<file path="src/rtl/eag_pkg.sv">
package eag_pkg;

    localparam int EA_W = 64;

    typedef enum logic [2:0] {
        FMT_REG    = 3'd0,
        FMT_REL_S  = 3'd1,
        FMT_REL_L  = 3'd2,
        FMT_BD     = 3'd3,
        FMT_BXD    = 3'd4,
        FMT_BXLD   = 3'd5
    } fmt_e;

    typedef enum logic [1:0] {
        AM_24  = 2'b00,
        AM_31  = 2'b01,
        AM_BAD = 2'b10,
        AM_64  = 2'b11
    } amode_e;

    typedef struct packed {
        logic            vld;
        logic            err;
        logic [EA_W-1:0] ea;
    } ea_state_s;

endpackage

</file>
<file path="src/rtl/eag_term_sel.sv">
module eag_term_sel
    import eag_pkg::*;
#(
    parameter int AW     = 64,
    parameter int RNW    = 4,
    parameter int IMMW   = 32,
    parameter int SDW    = 12,
    parameter int LDW    = 20,
    parameter int RELS_W = 16
) (
    input  logic [2:0]      fmt,
    input  logic [RNW-1:0]  base_num,
    input  logic [AW-1:0]   base_val,
    input  logic [RNW-1:0]  index_num,
    input  logic [AW-1:0]   index_val,
    input  logic [IMMW-1:0] imm,
    input  logic [AW-1:0]   insn_addr,
    output logic [AW-1:0]   term_a,
    output logic [AW-1:0]   term_b,
    output logic [AW-1:0]   term_c
);

    logic [AW-1:0] base_t;
    logic [AW-1:0] index_t;
    logic [AW-1:0] disp_short;
    logic [AW-1:0] disp_long;
    logic [AW-1:0] rel_s_ext;
    logic [AW-1:0] rel_l_ext;
    logic [AW-1:0] rel_s_hw;
    logic [AW-1:0] rel_l_hw;

    // register number zero means "no register"
    assign base_t  = (base_num  == '0) ? '0 : base_val;
    assign index_t = (index_num == '0) ? '0 : index_val;

    assign disp_short = {{(AW-SDW){1'b0}}, imm[SDW-1:0]};
    assign disp_long  = {{(AW-LDW){imm[LDW-1]}}, imm[LDW-1:0]};
    assign rel_s_ext  = {{(AW-RELS_W){imm[RELS_W-1]}}, imm[RELS_W-1:0]};
    assign rel_l_ext  = {{(AW-IMMW){imm[IMMW-1]}}, imm};

    // relative offsets count halfwords
    assign rel_s_hw = {rel_s_ext[AW-2:0], 1'b0};
    assign rel_l_hw = {rel_l_ext[AW-2:0], 1'b0};

    always_comb begin
        term_a = '0;
        term_b = '0;
        term_c = '0;
        case (fmt_e'(fmt))
            FMT_REG: begin
                term_a = base_val;
            end
            FMT_REL_S: begin
                term_a = insn_addr;
                term_b = rel_s_hw;
            end
            FMT_REL_L: begin
                term_a = insn_addr;
                term_b = rel_l_hw;
            end
            FMT_BD: begin
                term_a = base_t;
                term_c = disp_short;
            end
            FMT_BXD: begin
                term_a = base_t;
                term_b = index_t;
                term_c = disp_short;
            end
            FMT_BXLD: begin
                term_a = base_t;
                term_b = index_t;
                term_c = disp_long;
            end
            default: begin
                term_a = '0;
            end
        endcase
    end

endmodule

</file>
<file path="src/rtl/eag_add3.sv">
module eag_add3 #(
    parameter int AW = 64
) (
    input  logic [AW-1:0] a,
    input  logic [AW-1:0] b,
    input  logic [AW-1:0] c,
    output logic [AW-1:0] sum
);

    // carries out of the top bit are dropped: modulo 2^AW
    assign sum = a + b + c;

endmodule

</file>
<file path="src/rtl/eag_mode_trunc.sv">
module eag_mode_trunc
    import eag_pkg::*;
#(
    parameter int AW    = 64,
    parameter int W_LO  = 24,
    parameter int W_MID = 31
) (
    input  logic [AW-1:0] sum,
    input  logic [1:0]    mode,
    output logic [AW-1:0] ea,
    output logic          bad_mode
);

    localparam logic [AW-1:0] MASK_LO  = {{(AW-W_LO){1'b0}},  {W_LO{1'b1}}};
    localparam logic [AW-1:0] MASK_MID = {{(AW-W_MID){1'b0}}, {W_MID{1'b1}}};

    always_comb begin
        bad_mode = 1'b0;
        case (amode_e'(mode))
            AM_24:   ea = sum & MASK_LO;
            AM_31:   ea = sum & MASK_MID;
            AM_64:   ea = sum;
            default: begin
                ea       = '0;
                bad_mode = 1'b1;
            end
        endcase
    end

endmodule

</file>
<file path="src/rtl/eff_addr_gen.sv">
module eff_addr_gen
    import eag_pkg::*;
#(
    parameter int AW     = eag_pkg::EA_W,
    parameter int RNW    = 4,
    parameter int IMMW   = 32,
    parameter int SDW    = 12,
    parameter int LDW    = 20,
    parameter int RELS_W = 16,
    parameter int W_LO   = 24,
    parameter int W_MID  = 31
) (
    input  logic            clk,
    input  logic            rst_n,
    input  logic            in_valid,
    input  logic [2:0]      fmt,
    input  logic [1:0]      mode,
    input  logic [RNW-1:0]  base_num,
    input  logic [AW-1:0]   base_val,
    input  logic [RNW-1:0]  index_num,
    input  logic [AW-1:0]   index_val,
    input  logic [IMMW-1:0] imm,
    input  logic [AW-1:0]   insn_addr,
    output logic            out_valid,
    output logic [AW-1:0]   ea,
    output logic            mode_err
);

    logic [AW-1:0] t_a;
    logic [AW-1:0] t_b;
    logic [AW-1:0] t_c;
    logic [AW-1:0] raw_sum;
    logic [AW-1:0] cut_ea;
    logic          cut_err;

    ea_state_s st_d;
    ea_state_s st_q;

    eag_term_sel #(
        .AW(AW), .RNW(RNW), .IMMW(IMMW), .SDW(SDW), .LDW(LDW), .RELS_W(RELS_W)
    ) u_terms (
        .fmt       (fmt),
        .base_num  (base_num),
        .base_val  (base_val),
        .index_num (index_num),
        .index_val (index_val),
        .imm       (imm),
        .insn_addr (insn_addr),
        .term_a    (t_a),
        .term_b    (t_b),
        .term_c    (t_c)
    );

    eag_add3 #(.AW(AW)) u_add (
        .a   (t_a),
        .b   (t_b),
        .c   (t_c),
        .sum (raw_sum)
    );

    eag_mode_trunc #(.AW(AW), .W_LO(W_LO), .W_MID(W_MID)) u_trunc (
        .sum      (raw_sum),
        .mode     (mode),
        .ea       (cut_ea),
        .bad_mode (cut_err)
    );

    always_comb begin
        st_d     = st_q;
        st_d.vld = in_valid;
        st_d.err = 1'b0;
        if (in_valid) begin
            st_d.ea  = cut_ea;
            st_d.err = cut_err;
        end
    end

    always_ff @(posedge clk or negedge rst_n) begin
        if (!rst_n) begin
            st_q <= '0;
        end else begin
            st_q <= st_d;
        end
    end

    assign out_valid = st_q.vld;
    assign ea        = st_q.ea;
    assign mode_err  = st_q.err;

    AST_VALID_FOLLOWS: assert property (@(posedge clk) disable iff (!rst_n)
        in_valid |=> out_valid) else $error("valid lost");
    AST_IDLE_QUIET: assert property (@(posedge clk) disable iff (!rst_n)
        !in_valid |=> (!out_valid && !mode_err && $stable(ea))) else $error("idle changed");
    AST_BAD_MODE_ZERO: assert property (@(posedge clk) disable iff (!rst_n)
        (in_valid && mode == 2'b10) |=> (mode_err && ea == '0)) else $error("bad mode");
    AST_LEGAL_MODE_NO_ERR: assert property (@(posedge clk) disable iff (!rst_n)
        (in_valid && mode != 2'b10) |=> !mode_err) else $error("spurious err");
    AST_TRUNC_LO: assert property (@(posedge clk) disable iff (!rst_n)
        (in_valid && mode == 2'b00) |=> (ea[AW-1:W_LO] == '0)) else $error("24 trunc");
    AST_TRUNC_MID: assert property (@(posedge clk) disable iff (!rst_n)
        (in_valid && mode == 2'b01) |=> (ea[AW-1:W_MID] == '0)) else $error("31 trunc");
    AST_REG_PASS: assert property (@(posedge clk) disable iff (!rst_n)
        (in_valid && fmt == 3'd0 && mode == 2'b11) |=> (ea == $past(base_val))) else $error("reg fmt");

endmodule

</file>
<file path="config.mk">
export PLATFORM = sky130hd
export DESIGN_NAME = eff_addr_gen
export DESIGN_NICKNAME = d
export VERILOG_FILES = /design/src/rtl/eag_pkg.sv /design/src/rtl/eag_term_sel.sv /design/src/rtl/eag_add3.sv /design/src/rtl/eag_mode_trunc.sv /design/src/rtl/eff_addr_gen.sv
export SDC_FILE = /design/constraint.sdc
export NUM_CORES = 1
export LEC_CHECK = 0
export ABC_AREA = 1
export BUFFER_PORTS_ARGS = -buffer_cell sky130_fd_sc_hd__buf_2
export CORE_AREA = 2 2 201 203
export DETAILED_ROUTE_END_ITERATION = 10
export DIE_AREA = 0 0 203 205
export PLACE_DENSITY = 0.6
export SETUP_SLACK_MARGIN = 0.3
export SYNTH_ARGS = -nofsm -noshare
export SYNTH_HDL_FRONTEND = slang
export SYNTH_SLANG_ARGS = --single-unit
</file>
<file path="constraint.sdc">
create_clock -name clk -period 1 [get_ports clk]
set_input_delay 0.15 -clock clk [delete_from_list [all_inputs] [get_ports clk]]
set_output_delay 0.15 -clock clk [all_outputs]
set_load 0.005 [all_outputs]
</file>
==> impl_metrics.env <==
export IMPL_status="complete, but fails checks"
export IMPL_violations="negative hold slack, negative setup slack"
export IMPL_max_freq_mhz=332
export IMPL_area_growth_pct=80.7
export IMPL_path_delay_family="buffers and inverters"
export IMPL_num_fill_cells=3905
export IMPL_slew_headroom_pct=78.0
export IMPL_yosys_warnings=0
export IMPL_synthArstFlopShare_pct=100
export IMPL_die_h_um=205
export IMPL_period_minus_slack_ns=3.01
export IMPL_clk_pin_slew_ns=0.06
export IMPL_cts_path_max_buffers=2
export IMPL_synth_nets=2309
export IMPL_die_w_um=203
export IMPL_worstSetupPathType="primary input to flop"
export IMPL_cts_htree_levels=3
export IMPL_synth_cell_types=38
export IMPL_grt_pass1_vias=14400
export IMPL_place_hpwl_um=41800
export IMPL_synth_area_um2=11300
export IMPL_hp_class="primary input to asynchronous set/reset pin"
export IMPL_critPathMaxStageDelay_ns=0.60
export IMPL_synth_cells=1943
export IMPL_synth_top_area_cell="nand2_1"
export IMPL_peakVddDrop_mv=0.873
export IMPL_root_buffer="clkbuf_16"
export IMPL_dr_pass1_iters=5
export IMPL_cts_sinks=66
export IMPL_synth_top_area_share_pct=24.6
export IMPL_numPortBuffers=305
export IMPL_yosys_most_used_dff="dfrtp_1"
export IMPL_maxCapViolations=0
export IMPL_grt_setup_unrepaired="yes"
export IMPL_utilization_pct=51.8
export IMPL_cp_num_cells=22
export IMPL_holdWs_ns=-0.0641
export IMPL_fin_worst_skew_ns=0
export IMPL_final_setup_viol_count=118
export IMPL_layout_nets=2916
export IMPL_tightest_slew_ns=0.331
export IMPL_leakage_nw=11.3
export IMPL_clock_latency_ns=0.34
export IMPL_synth_common_cells="nand2_1, inv_1, nor2_1, nand3_1, a21oi_1"
export IMPL_tns_ns=-119.99
export IMPL_grt_overflow=0
export IMPL_crit_chain="buf_8, clkinvlp_4, buf_6, a21oi_4, buf_12, clkbuf_16, a22oi_2, fa_1, inv_2, ha_4, nand2_4, nor2_4, nand2_2, buf_4, inv_1, nand2_1, inv_1, nand3_2, nand2_1, nand2_1, nand3_1, nand2_1"
export IMPL_io_pins=306
export IMPL_synth_most_common_cell="nand2_1"
export IMPL_worstSetupEndpointType="flop"
export IMPL_crit_buf_inv=9
export IMPL_worstPathRequired_ns=1.24
export IMPL_power_density_nw_per_um2=1180
export IMPL_cp_max_fo=8
export IMPL_drt_vias_per_instance=4.68
export IMPL_postSynthRegisterBits=66
export IMPL_period_share_pct=301
export IMPL_fp_dieArea_um2=41600
export IMPL_start_util_pct=28.7
export IMPL_wl_per_cell_um=18.3
export IMPL_grtUsageTotal_pct=25.4
export IMPL_holdBufCountCts=1
export IMPL_ys_top_cells_by_area="nand2_1, inv_1, dfrtp_1"
export IMPL_crit_path_start_kind="primary input"
export IMPL_gp_congestion=0.957
export IMPL_cp_common_cell="nand2_1"
export IMPL_core_area_um2=39400
export IMPL_drtAntennaViolNets=0
export IMPL_row_count=73
export IMPL_power_w=0.0241
export IMPL_reg2reg_depth=1
export IMPL_grt_max_degree=41
export IMPL_drt_iter0_drc=617
export IMPL_yosysSeqAreaShare_pct=14.6
export IMPL_num_antenna_cells=0
export IMPL_finalWorstSetupSlack_ns=-2.01
export IMPL_grt_pass1_wl_um=80200
export IMPL_crit_path_top_delay_cell="fa_1"
export IMPL_worstPathArrival_ns=3.26
export IMPL_drc_errors=0
export IMPL_postSynthAreaPerCell_um2=5.81
export IMPL_cts_tree="built"
export IMPL_hold_viol_final=61
export IMPL_layout_drive_gt1_share_pct=51.4
export IMPL_maxSlewViolCount=0
export IMPL_antenna_found_initial=0
export IMPL_cts_inserted_buffers=9
export IMPL_wl_um=56300
export IMPL_num_vias=14400
export IMPL_synth_edff_count=0
worst paths after layout:
path,start,slack [ns],endpoint
max,fmt[0],-2.01,ea[52]
min,rst_n,-0.06,ea[44]
max reg2reg,ea[9],0.27,ea[9]
min reg2reg,ea[34],0.47,ea[34]
max in group asynchronous,rst_n,0.72,ea[28]
min in group clk,in_valid,0.06,out_valid
registers in the layout, summed over array words and instances (netlist names):
| register | count |
|---|---|
| out_valid | 1 |
| mode_err | 1 |
| ea | 64 |
cell type report:
class                      instances  area [um^2]  area share [%]
clock buffer                      12          236            1.16
clock inverter                     4         52.6           0.258
inverter                         482         1830            8.99
multi-input combinational       1357        10900            53.4
sequential                        66         1650            8.11
tap                              525          657            3.22
timing repair buffer             634         5070            24.9
layer usage:
metal,GRT usage (%),part of all wire (%),up-vias
li1,-,-,7130
met2,45.4,49,395
met1,30.6,42,6778
met3,3.10,4.2,113
met4,10.9,4.9,0
met5,0,0,-
metrics by stage:
step | std cells | area, um^2 | setup slack, ns
CTS | 3025 | 18600 | -1.96
floorplan | 1943 | 12600 | -1.96
detailed placement | 2967 | 16500 | -2.50
global placement | 2967 | 16500 | -2.44
finish | 3080 | 20400 | -2.01
global route | 3080 | 20400 | -2.15
power by group:
part	leakage [nW]	internal, W	switching (W)	total [W]
Sequential	0.862	0.00316	0.000358	0.00351
Clock	0.141	0.00194	0.00133	0.00328
Combinational	10.3	0.00792	0.00939	0.0173
cell usage in the layout, fill, tap and decap left out, types with 6 or more instances in the layout:
| cell type | count |
|---|---|
| nor3_2 | 6 |
| a21oi_2 | 39 |
| buf_4 | 228 |
| a21oi_4 | 8 |
| clkbuf_16 | 17 |
| inv_2 | 89 |
| nor2_4 | 62 |
| buf_12 | 28 |
| buf_16 | 14 |
| nand3_4 | 15 |
| o21ai_1 | 25 |
| nor2_2 | 24 |
| nor2_1 | 37 |
| a22o_1 | 18 |
| a21oi_1 | 39 |
| a221oi_2 | 12 |
| buf_2 | 295 |
| a22oi_2 | 36 |
| nand3_2 | 26 |
| buf_8 | 8 |
| inv_1 | 384 |
| nand2_2 | 167 |
| ha_4 | 60 |
| nand2_1 | 502 |
| buf_6 | 51 |
| dfrtp_1 | 64 |
| nand3_1 | 53 |
| nand2_4 | 80 |
| a22oi_1 | 27 |
| fa_1 | 61 |
logic make-up after synthesis:
kind of cell,Yosys count,share of synthesized area (%)
XOR/XNOR,3,0.233
buffers and inverters,520,17.5
flip-flops,66,14.6
AND/OR/NAND/NOR,1003,36.6
AO/OA/AOI/OAI,225,12.9
adder cells (fa/ha/maj),126,18.2
timing repair:
action | CTS | global route
endpoints found under the hold margin | 5 | 61
pin swaps | 94 | 145
setup buffers | 28 | 44
cloned | 13 | 11
endpoints found under the setup margin | 130 | 135
resized for setup | 303 | 349
No activity file was read; power rests on OpenSTA's default activity.
